[config.mk]
export PLATFORM = sky130hd
export DESIGN_NAME = uart_flow_ctl
export DESIGN_NICKNAME = d
export VERILOG_FILES = /design/src/rtl/flowctl_pkg.sv /design/src/rtl/fc_cts_sync.sv /design/src/rtl/fc_rts_hyst.sv /design/src/rtl/fc_tx_gate.sv /design/src/rtl/uart_flow_ctl.sv
export SDC_FILE = /design/constraint.sdc
export NUM_CORES = 1
export LEC_CHECK = 0
export CORE_AREA = 5 5 42 44
export CTS_CLUSTER_DIAMETER = 120
export DETAILED_ROUTE_END_ITERATION = 7
export DIE_AREA = 0 0 47 49
export PLACE_DENSITY_LB_ADDON = 0.15
export SLEW_MARGIN = 30
export SYNTH_ARGS = -nofsm -noshare
export SYNTH_HDL_FRONTEND = slang
export SYNTH_HIERARCHICAL = 1
export SYNTH_SLANG_ARGS = --single-unit
[constraint.sdc]
create_clock -name clk -period 2.7 [get_ports clk]
set_input_delay 0.27 -clock clk [delete_from_list [all_inputs] [get_ports clk]]
set_output_delay 0.27 -clock clk [all_outputs]
set_load 0.05 [all_outputs]
[src/rtl/flowctl_pkg.sv]
package flowctl_pkg;
  localparam int LVL_W = 2;
  localparam int THR_W = 6;

  // Fill threshold in bytes for a two-bit level code.
  function automatic logic [THR_W-1:0] lvl_to_bytes(input logic [LVL_W-1:0] code);
    logic [THR_W-1:0] r;
    case (code)
      2'd0:    r = 6'd8;
      2'd1:    r = 6'd16;
      2'd2:    r = 6'd32;
      default: r = 6'd48;
    endcase
    return r;
  endfunction
endpackage

[src/rtl/fc_cts_sync.sv]
module fc_cts_sync #(
  parameter int STAGES = 2
) (
  input  logic clk,
  input  logic rst_n,
  input  logic pin,
  input  logic inv,
  output logic cts_ok
);
  logic [STAGES-1:0] sync_q;
  logic [STAGES-1:0] sync_d;

  always_comb begin
    sync_d = {sync_q[STAGES-2:0], pin};
  end

  // Reset to the idle, not-clear level (pin high).
  always_ff @(posedge clk or negedge rst_n) begin
    if (!rst_n) sync_q <= '1;
    else        sync_q <= sync_d;
  end

  // Non-inverted: a low pin means clear to send.
  assign cts_ok = ~sync_q[STAGES-1] ^ inv;
endmodule

[src/rtl/fc_rts_hyst.sv]
module fc_rts_hyst
  import flowctl_pkg::*;
#(
  parameter int CNT_W = 7
) (
  input  logic             clk,
  input  logic             rst_n,
  input  logic             en,
  input  logic [LVL_W-1:0] lvl,
  input  logic [CNT_W-1:0] rx_count,
  output logic             active
);
  logic             armed_q, armed_d;
  logic             act_q, act_d;
  logic [THR_W-1:0] thr;
  logic [THR_W-1:0] half;
  logic             at_full, at_half;

  always_comb begin
    thr     = lvl_to_bytes(lvl);
    half    = thr >> 1;
    at_full = int'(rx_count) >= int'(thr);
    at_half = int'(rx_count) <= int'(half);
    armed_d = armed_q | en;
    act_d   = act_q;
    if (!armed_d)     act_d = 1'b0;
    else if (!en)     act_d = 1'b1;
    else if (at_full) act_d = 1'b0;
    else if (at_half) act_d = 1'b1;
  end

  always_ff @(posedge clk or negedge rst_n) begin
    if (!rst_n) begin
      armed_q <= 1'b0;
      act_q   <= 1'b0;
    end else begin
      if (en) armed_q <= armed_d;
      act_q <= act_d;
    end
  end

  assign active = act_q;
endmodule

[src/rtl/fc_tx_gate.sv]
module fc_tx_gate (
  input  logic clk,
  input  logic rst_n,
  input  logic en,
  input  logic cts_ok,
  input  logic tx_ready,
  output logic tx_permit
);
  logic held_q;
  logic cur;

  always_comb begin
    cur = tx_ready ? cts_ok : held_q;
  end

  // The decision is only refreshed while the transmitter is between characters.
  always_ff @(posedge clk or negedge rst_n) begin
    if (!rst_n)        held_q <= 1'b0;
    else if (tx_ready) held_q <= cur;
  end

  assign tx_permit = en ? cur : 1'b1;
endmodule

[src/rtl/uart_flow_ctl.sv]
module uart_flow_ctl
  import flowctl_pkg::*;
#(
  parameter int FIFO_DEPTH = 64,
  parameter int CNT_W      = $clog2(FIFO_DEPTH + 1),
  parameter int SYNC_STAGES = 2
) (
  input  logic             clk,
  input  logic             rst_n,
  input  logic [CNT_W-1:0] rx_count,
  input  logic             cts_pin,
  input  logic             tx_ready,
  input  logic             rts_en,
  input  logic [LVL_W-1:0] rts_lvl,
  input  logic             rts_inv,
  input  logic             cts_en,
  input  logic             cts_inv,
  output logic             rts_pin,
  output logic             tx_permit
);
  logic rts_active;
  logic cts_ok;

  fc_rts_hyst #(.CNT_W(CNT_W)) u_rts (
    .clk(clk), .rst_n(rst_n), .en(rts_en), .lvl(rts_lvl),
    .rx_count(rx_count), .active(rts_active)
  );

  fc_cts_sync #(.STAGES(SYNC_STAGES)) u_sync (
    .clk(clk), .rst_n(rst_n), .pin(cts_pin), .inv(cts_inv), .cts_ok(cts_ok)
  );

  fc_tx_gate u_gate (
    .clk(clk), .rst_n(rst_n), .en(cts_en), .cts_ok(cts_ok),
    .tx_ready(tx_ready), .tx_permit(tx_permit)
  );

  // Non-inverted: asserted request drives the pin low.
  assign rts_pin = ~rts_active ^ rts_inv;
endmodule

**Word level (Yosys, flattened, before mapping)**

Cells that the tools add are included.

- Equal/unequal tests: 3
- Muxes and demuxes: 7
- Magnitude comparators: 2
- Reductions and logical operators: 1
- Bitwise operators: 5

Operators by type and width:

| operator | number |
|---|---|
| 6-bit one-hot mux with 3 select lines | 1 |
| 7-bit by 6-bit greater-or-equal comparator with 1-bit output | 1 |
| 7-bit by 5-bit less-or-equal comparator with 1-bit output | 1 |
| 1-bit 2-to-1 mux | 6 |
| 4-bit inequality test, second input constant | 1 |
| 2-bit by 1-bit == test with 1-bit output, second input constant | 1 |
| 2-bit == test, second input constant | 1 |
| 2-bit zero test | 1 |
| 1-bit inverter | 2 |
| 1-bit bitwise XOR | 2 |
| 1-bit OR | 1 |

- Flip-flop bits (word level): 5
- Output and inout port bits: 2
- Bits of input ports: 17
- Word-level logic and storage cells: 22

**Logic depth before layout (Yosys ltp)**

Gate-level depths: netlist of the first run.

- Word-level depth: 7
- Gate-level depth with buffers: 6
- Depth with buffers taken out: 6

**Hierarchy**

The synthesis of the first run kept the hierarchy.

Modules (own cells, without submodules):

| module | times used | cells each | area an instance (µm²) | seq. area each (µm²) |
|---|---|---|---|---|
| fc_rts_hyst | 1 | 29 | 235.2 | 50.0 |
| fc_cts_sync | 1 | 3 | 61.3 | 52.6 |
| fc_tx_gate | 1 | 4 | 50.0 | 25.0 |
| uart_flow_ctl | 1 | 1 | 8.8 | 0.0 |

**Worst setup path before layout of the first run**

No wires, ideal clock.

- Path kind: register to output
- From: register u_rts.act_q, in the netlist u_rts/active
- To: output rts_pin
- Cell stages (with the launch flop): 2
- Setup slack: 1220 ps
- Buffers on the path: 0
- Arrival time: 1210 ps
- Data required time: 2430 ps
- Cell sequence: dfrtp_1 xnor2_1

- Longest elaborated chain between the ends: 2

RTL lines:

| what | RTL line | RTL |
|---|---|---|
| start, declared | fc_rts_hyst.sv:14 | `logic act_q, act_d;` |
| start signal, assigned | fc_rts_hyst.sv:38 | `act_q <= act_d;` |
| 1-bit inverter | uart_flow_ctl.sv:39 | `assign rts_pin = ~rts_active ^ rts_inv;` |
| 1-bit bitwise XOR | uart_flow_ctl.sv:39 |  |
| end, declared | uart_flow_ctl.sv:18 | `output logic rts_pin,` |

No other way between the ends.

**Final worst setup path of the first run**

- From: input cts_inv
- To: output tx_permit

- Longest elaborated chain between the ends: 3

RTL lines:

| what | RTL line | RTL |
|---|---|---|
| start, declared | uart_flow_ctl.sv:17 | `input logic cts_inv,` |
| 1-bit bitwise XOR | fc_cts_sync.sv:24 | `assign cts_ok = ~sync_q[STAGES-1] ^ inv;` |
| named net cts_ok | uart_flow_ctl.sv:22 | `logic cts_ok;` |
| 1-bit 2-to-1 mux | fc_tx_gate.sv:13 | `cur = tx_ready ? cts_ok : held_q;` |
| 1-bit 2-to-1 mux | fc_tx_gate.sv:22 | `assign tx_permit = en ? cur : 1'b1;` |
| end, declared | uart_flow_ctl.sv:19 | `output logic tx_permit` |

The timed path passes the listed nets, and every way through them passes these cells.

==> results.json, run 1 <==
{
  "syn_nets": 60,
  "cts_inserted_buffers": 3,
  "timing_worst_setup_path_type": "in -> out",
  "setup_viol": 0,
  "initialDrtViolationCount": 1,
  "power_density_nw_per_um2": 421,
  "arrival_worst_endpoint_ns": 1.97,
  "drt_pre_antenna_iters": 2,
  "critPathRequiredTime_ns": 2.43,
  "gp_congestion": 0.743,
  "wire_length_of_the_first_global_routing_pass_um": 1120,
  "htree_levels": 1,
  "ff2ff_setup_slack_ns": 1.72,
  "max_cap_viols": 0,
  "critPathMaxFanout": 2,
  "main_combinational_cell_family_by_area_after_synthesis": "adder cells",
  "grt_antenna_before_repair": 0,
  "finalWirelength_um": 765,
  "hold_violations": 0,
  "grt_start_max_net_pins": 6,
  "count_of_yosys_warnings_during_synthesis": 6,
  "run_status": "finished, final reports clean",
  "insertedDiodeCount": 0,
  "synth_area_in_compound_gates_pct": 8.80,
  "antenna_violation_net_count_after_detailed_routing": 0,
  "max_clock_freq_mhz": 446,
  "max_slew.worst_pin.slew_ns": 0.498,
  "io_pins": 19,
  "clock_insertion_delay_worst_skew_ns": 0.24,
  "design.core.area_um2": 1400,
  "final_total_negative_setup_slack_ns": 0,
  "fin_worst_hold_slack_ns": 0.244,
  "synthCells": 37,
  "r2r_start": "u_rts/active$_DFFE_PN0P_",
  "fraction_of_final_layout_cells_with_drive_strength_greater_than_1_pct": 11.9,
  "netlist-cell-type-count": 18,
  "max-slew-margin-rel_pct": 66.7,
  "postLayoutCoreUtil_pct": 41.5,
  "ctsHoldBuffers": 0,
  "yosys.cell_count.top_type": "inv_1",
  "final_total_pwr_mw": 0.245,
  "synth_mux_area_share_pct": 4.23,
  "synth-edff-count": 0,
  "synthArstFlopShare_pct": 100,
  "synthSimpleGateAreaFrac_pct": 17.6,
  "synth_sequential_area_ratio_pct": 35.9,
  "grt_overflow": 0,
  "avgSynthCellArea_um2": 9.60,
  "yosys.area_share.adder_pct": 21.1,
  "synth-main-ff-cell": "dfrtp_1",
  "synth_common_cells": "inv_1, ha_1, dfrtp_1, nor2b_1",
  "yosys.area.top_type": "dfrtp_1",
  "yosys_register_bits": 5,
  "core.rowCount": 14,
  "design.die.area_um2": 2300,
  "hpwl_um": 684,
  "first_global_vias": 311,
  "layout.nets": 83,
  "drv_slew": 0,
  "post_cts.repair.setup_buffers": 0,
  "route.detailed.vias_per_inst": 4.28,
  "setup.worst_path.end_class": "output port",
  "port_buffers": 18,
  "total_global_route_track_usage_pct": 6.99,
  "area_share_of_the_largest_cell_type_after_synthesis_pct": 21.1,
  "grt_setup_unrepaired": "no",
  "worst-r2r-cell-count": 3,
  "synth_area_leaders": "dfrtp_1, ha_1, dfstp_2",
  "chipHeight_um": 49,
  "clock_tree.buffer_depth": 2,
  "tritoncts": "yes",
  "critPathLaunchType": "input port",
  "critical_path.reg2reg.endpoint": "u_rts/active$_DFFE_PN0P_",
  "drc_errors": 0,
  "post_drt_wl_per_cell_um": 10.2,
  "die_w_um": 47,
  "tritoncts_num_sinks": 5,
  "synth_xor_area_share_pct": 4.93,
  "route.vias.total": 321,
  "post_cts_resize_count": 0,
  "starting_utilization_of_the_core_area_pct": 25.4,
  "clk_pin_slew_ns": 0.05,
  "clk_root_buffer_cell": "clkbuf_4",
  "max_ir_drop_vdd_v": 0.000136,
  "min-delay-path-class": "in -> async",
  "timing.final.crit_share_pct": 83.0,
  "fin_skew_ns": 0.00346,
  "power_leakage_nw": 0.269,
  "syn-cell-area_um2": 355,
  "period_needed_ns": 2.24,
  "area_growth_syn_to_layout_pct": 63.7
}
-- flip-flops by register name, summed over array words and instances (netlist names) --
register,count
u_sync/sync_q,2
u_gate/held_q,1
u_rts/active,1
u_rts/armed_q,1
-- how the worst max path moves through the flow --
stage                      endpoint  cells past startpoint                        from
after floorplan             rts_pin                      1    u_rts/active$_DFFE_PN0P_
after detailed placement  tx_permit                      5                     cts_inv
final                     tx_permit                      5                     cts_inv
after CTS                 tx_permit                      4  u_sync/sync_q[1]$_DFF_PN1_
after global routing      tx_permit                      4  u_sync/sync_q[1]$_DFF_PN1_
after global placement    tx_permit                      5                     cts_inv
-- logic make-up after synthesis --
family	count (synthesis)
and+or+nand+nor	11
buffers and inverters	7
adders and majority gates	6
AOI/OAI and AO/OA	5
DFF	5
xor gates and xnor gates	2
muxes	1
-- routing by layer --
metal / vias to the layer above / routed length (um) / track usage (%)
li1: 168 / - / -
met1: 139 / 295 / 6.43
met2: 14 / 389 / 12.2
met3: 0 / 80 / 1.48
met4: 0 / 0 / 5.53
met5: - / 0 / 0
-- layout make-up --
cell class,count,area [um^2]
Sequential cell,5,128
Clock buffer,4,26.3
Fill cell,149,820
Timing Repair Buffer,18,180
Inverter,7,26.3
Tap cell,16,20.0
Multi-Input combinational cell,25,201
-- placed cells by master, fill, tap and decap left out --
| cell type | netlist | layout |
|---|---|---|
| a21oi_1 | 1 | 1 |
| a41o_1 | 1 | 1 |
| and2_1 | 1 | 1 |
| clkbuf_1 | 0 | 1 |
| clkbuf_4 | 0 | 3 |
| clkdlybuf4s50_1 | 0 | 18 |
| dfrtp_1 | 3 | 3 |
| dfstp_2 | 2 | 2 |
| ha_1 | 6 | 6 |
| inv_1 | 7 | 7 |
| mux2_4 | 1 | 1 |
| nand4_1 | 2 | 2 |
| nor2_1 | 2 | 2 |
| nor2b_1 | 3 | 3 |
| nor3_1 | 1 | 1 |
| o21ai_0 | 1 | 1 |
| o21ai_1 | 1 | 1 |
| o22ai_1 | 1 | 1 |
| or2_1 | 1 | 1 |
| or2_2 | 1 | 1 |
| xnor2_1 | 2 | 2 |
-- stage by stage --
step                      std cells  setup slack [ns]  area [um^2]
after floorplan                  37              1.22          355
after global placement           71             0.461          556
after detailed placement         71             0.446          556
after CTS                        75             0.432          582
after global routing             75             0.391          582
final                            75             0.458          582
-- power by group --
part | switching [mW] | internal (mW) | leakage [nW] | total (mW)
Clock | 0.0300 | 0.0558 | 0.0150 | 0.0858
Combinational | 0.0329 | 0.0427 | 0.201 | 0.0756
Sequential | 0.00238 | 0.0812 | 0.0529 | 0.0836
Total | 0.0653 | 0.180 | 0.269 | 0.245
-- worst max-delay path: stages --
cell             delay [ns]
clkdlybuf4s50_1        0.41
xnor2_1                0.12
mux2_4                 0.26
or2_1                  0.20
clkdlybuf4s50_1        0.70
No activity file was read; power rests on OpenSTA's default activity.
==> run 2: changes to the inputs <==
Clock period 2.7 ns to 1.9 ns, I/O delays scaled along.
==> results.json, run 2 (same netlist as run 1, synthesis figures left out) <==
{
  "total_global_route_track_usage_pct": 7.78,
  "timing.final.ws_setup_ns": 0.251,
  "p_int_mw": 0.260,
  "max_cap_viols": 0,
  "tritoncts": "yes",
  "grt_overflow": 0,
  "cpMaxStageDelayCell": "dfstp_2",
  "route.detailed.vias_per_inst": 4.24,
  "clk_pin_slew_ns": 0.04,
  "tritoncts_num_sinks": 5,
  "antenna_violation_net_count_after_detailed_routing": 0,
  "max_slew.worst_pin.slew_ns": 0.251,
  "place_inst": 71,
  "finalWirelength_um": 749,
  "run_status": "finished, final reports clean",
  "combinationalPowerShare_pct": 32.0,
  "design.core.area_um2": 1400,
  "grt_setup_unrepaired": "no",
  "chipHeight_um": 49,
  "final_cell_count_no_fill": 75,
  "post_cts.repair.setup_buffers": 0,
  "postLayoutCoreUtil_pct": 42.1,
  "crit_path_cell_trace": "xnor2_1 -> mux2_4 -> or2_1 -> buf_4",
  "max_ir_drop_vdd_v": 0.000225,
  "io_pins": 19,
  "layout.nets": 83,
  "max-slew-margin-rel_pct": 83.1,
  "arrival_worst_endpoint_ns": 1.46,
  "critPathTopFamily": "flip-flops",
  "final_total_pwr_mw": 0.354,
  "gp_congestion": 0.761,
  "timing_worst_setup_path_type": "reg -> out",
  "core.rowCount": 14,
  "port_buffers": 18,
  "power_density_nw_per_um2": 601,
  "route.vias.total": 318,
  "critPathLaunchType": "flop",
  "switchingPower_mw": 0.0939,
  "wire_length_of_the_first_global_routing_pass_um": 1250,
  "timing.critical_path.slowest_cell_delay_ns": 0.51,
  "power.share.sequential_pct": 33.5,
  "max_clock_freq_mhz": 606,
  "final_total_negative_setup_slack_ns": 0,
  "period_needed_ns": 1.65,
  "insertedDiodeCount": 0,
  "grt_start_max_net_pins": 6,
  "fin_skew_ns": 0.0000547,
  "largest_reg_flops": 2,
  "design.die.area_um2": 2300,
  "critPathRequiredTime_ns": 1.71,
  "critPathMaxFanout": 2,
  "switching_share_pct": 26.5,
  "htree_levels": 1,
  "layout_commonest_cell": "clkdlybuf4s50_1",
  "hpwl_um": 663,
  "post_drt_wl_per_cell_um": 9.99,
  "power_leakage_nw": 0.275,
  "post_cts_resize_count": 0,
  "drt_pre_antenna_iters": 3,
  "clock_insertion_delay_worst_skew_ns": 0.24,
  "drv_slew": 0,
  "dp_worst_setup_slack_ns": 0.308,
  "drc_errors": 0,
  "starting_utilization_of_the_core_area_pct": 25.4,
  "ctsHoldBuffers": 0,
  "buffers_plus_inverters_on_the_worst_setup_path": 1,
  "pwr-share-clk_pct": 34.5,
  "clk_root_buffer_cell": "clkbuf_4",
  "timing.final.crit_share_pct": 86.8,
  "hold_violations": 0,
  "die_w_um": 47,
  "first_global_vias": 351,
  "grt_antenna_before_repair": 0,
  "setup_viol": 0,
  "clock_tree.buffer_depth": 2,
  "area_growth_syn_to_layout_pct": 65.8,
  "setup.worst_path.end_class": "output port",
  "min-delay-path-class": "in -> async",
  "cts_inserted_buffers": 3,
  "fraction_of_final_layout_cells_with_drive_strength_greater_than_1_pct": 15.3,
  "layout_common_cells": "clkdlybuf4s50_1, inv_1, ha_1",
  "top_register": "u_sync/sync_q",
  "initialDrtViolationCount": 1
}
==> run 2: cell count changes in the layout (fill, tap and decap cells not counted) <==
| cell | before | now |
|---|---|---|
| clkdlybuf4s50_1 | 18 | 16 |
| buf_4 | 0 | 1 |
| buf_12 | 0 | 1 |
==> run 2: path summary, 6_finish.rpt <==
check	to	start	cells past startpoint	slack, ns
worst max-delay path	tx_permit	u_sync/sync_q[1]$_DFF_PN1_	4	0.25
worst min-delay path	u_rts/armed_q$_DFFE_PN0P_	rst_n	1	0.17
worst max register to register	u_gate/held_q$_DFFE_PN0P_	u_sync/sync_q[1]$_DFF_PN1_	2	0.95
worst min register to register	u_sync/sync_q[1]$_DFF_PN1_	u_sync/sync_q[0]$_DFF_PN1_	0	0.35
max in group asynchronous	u_sync/sync_q[1]$_DFF_PN1_	rst_n	1	1.48
min in group clk	u_sync/sync_q[1]$_DFF_PN1_	u_sync/sync_q[0]$_DFF_PN1_	0	0.35
==> run 2: area by class of cell <==
type	instances	area, um^2
Clock buffer	4	26.3
Tap cell	16	20.0
Sequential cell	5	128
Multi-Input combinational cell	25	201
Fill cell	140	812
Timing Repair Buffer	18	188
Inverter	7	26.3
==> run 2: metrics by stage <==
step | cell area (um^2) | hold WS [ns]
final | 589 | 0.166
after global routing | 589 | 0.177
after CTS | 589 | 0.161
after detailed placement | 563 | 0.351
after global placement | 563 | 0.348
after floorplan | 355 | -0.106
==> run 2: metal layers <==
metal	part of all wire, %	vias to the layer above	track usage, %
met5	0	-	0
met1	40	128	8.69
met3	10	5	2.58
li1	-	168	-
met2	44	17	10.4
met4	4.8	0	8.29
==> run 2: power groups by stage <==
stage | registers [mW] | logic, mW | clock network, mW
finish | 0.119 | 0.113 | 0.122
global route | 0.119 | 0.125 | 0.135
CTS | 0.119 | 0.115 | 0.128
detailed placement | 0.120 | 0.115 | 0
global placement | 0.120 | 0.115 | 0
floorplan | 0.119 | 0.0550 | 0
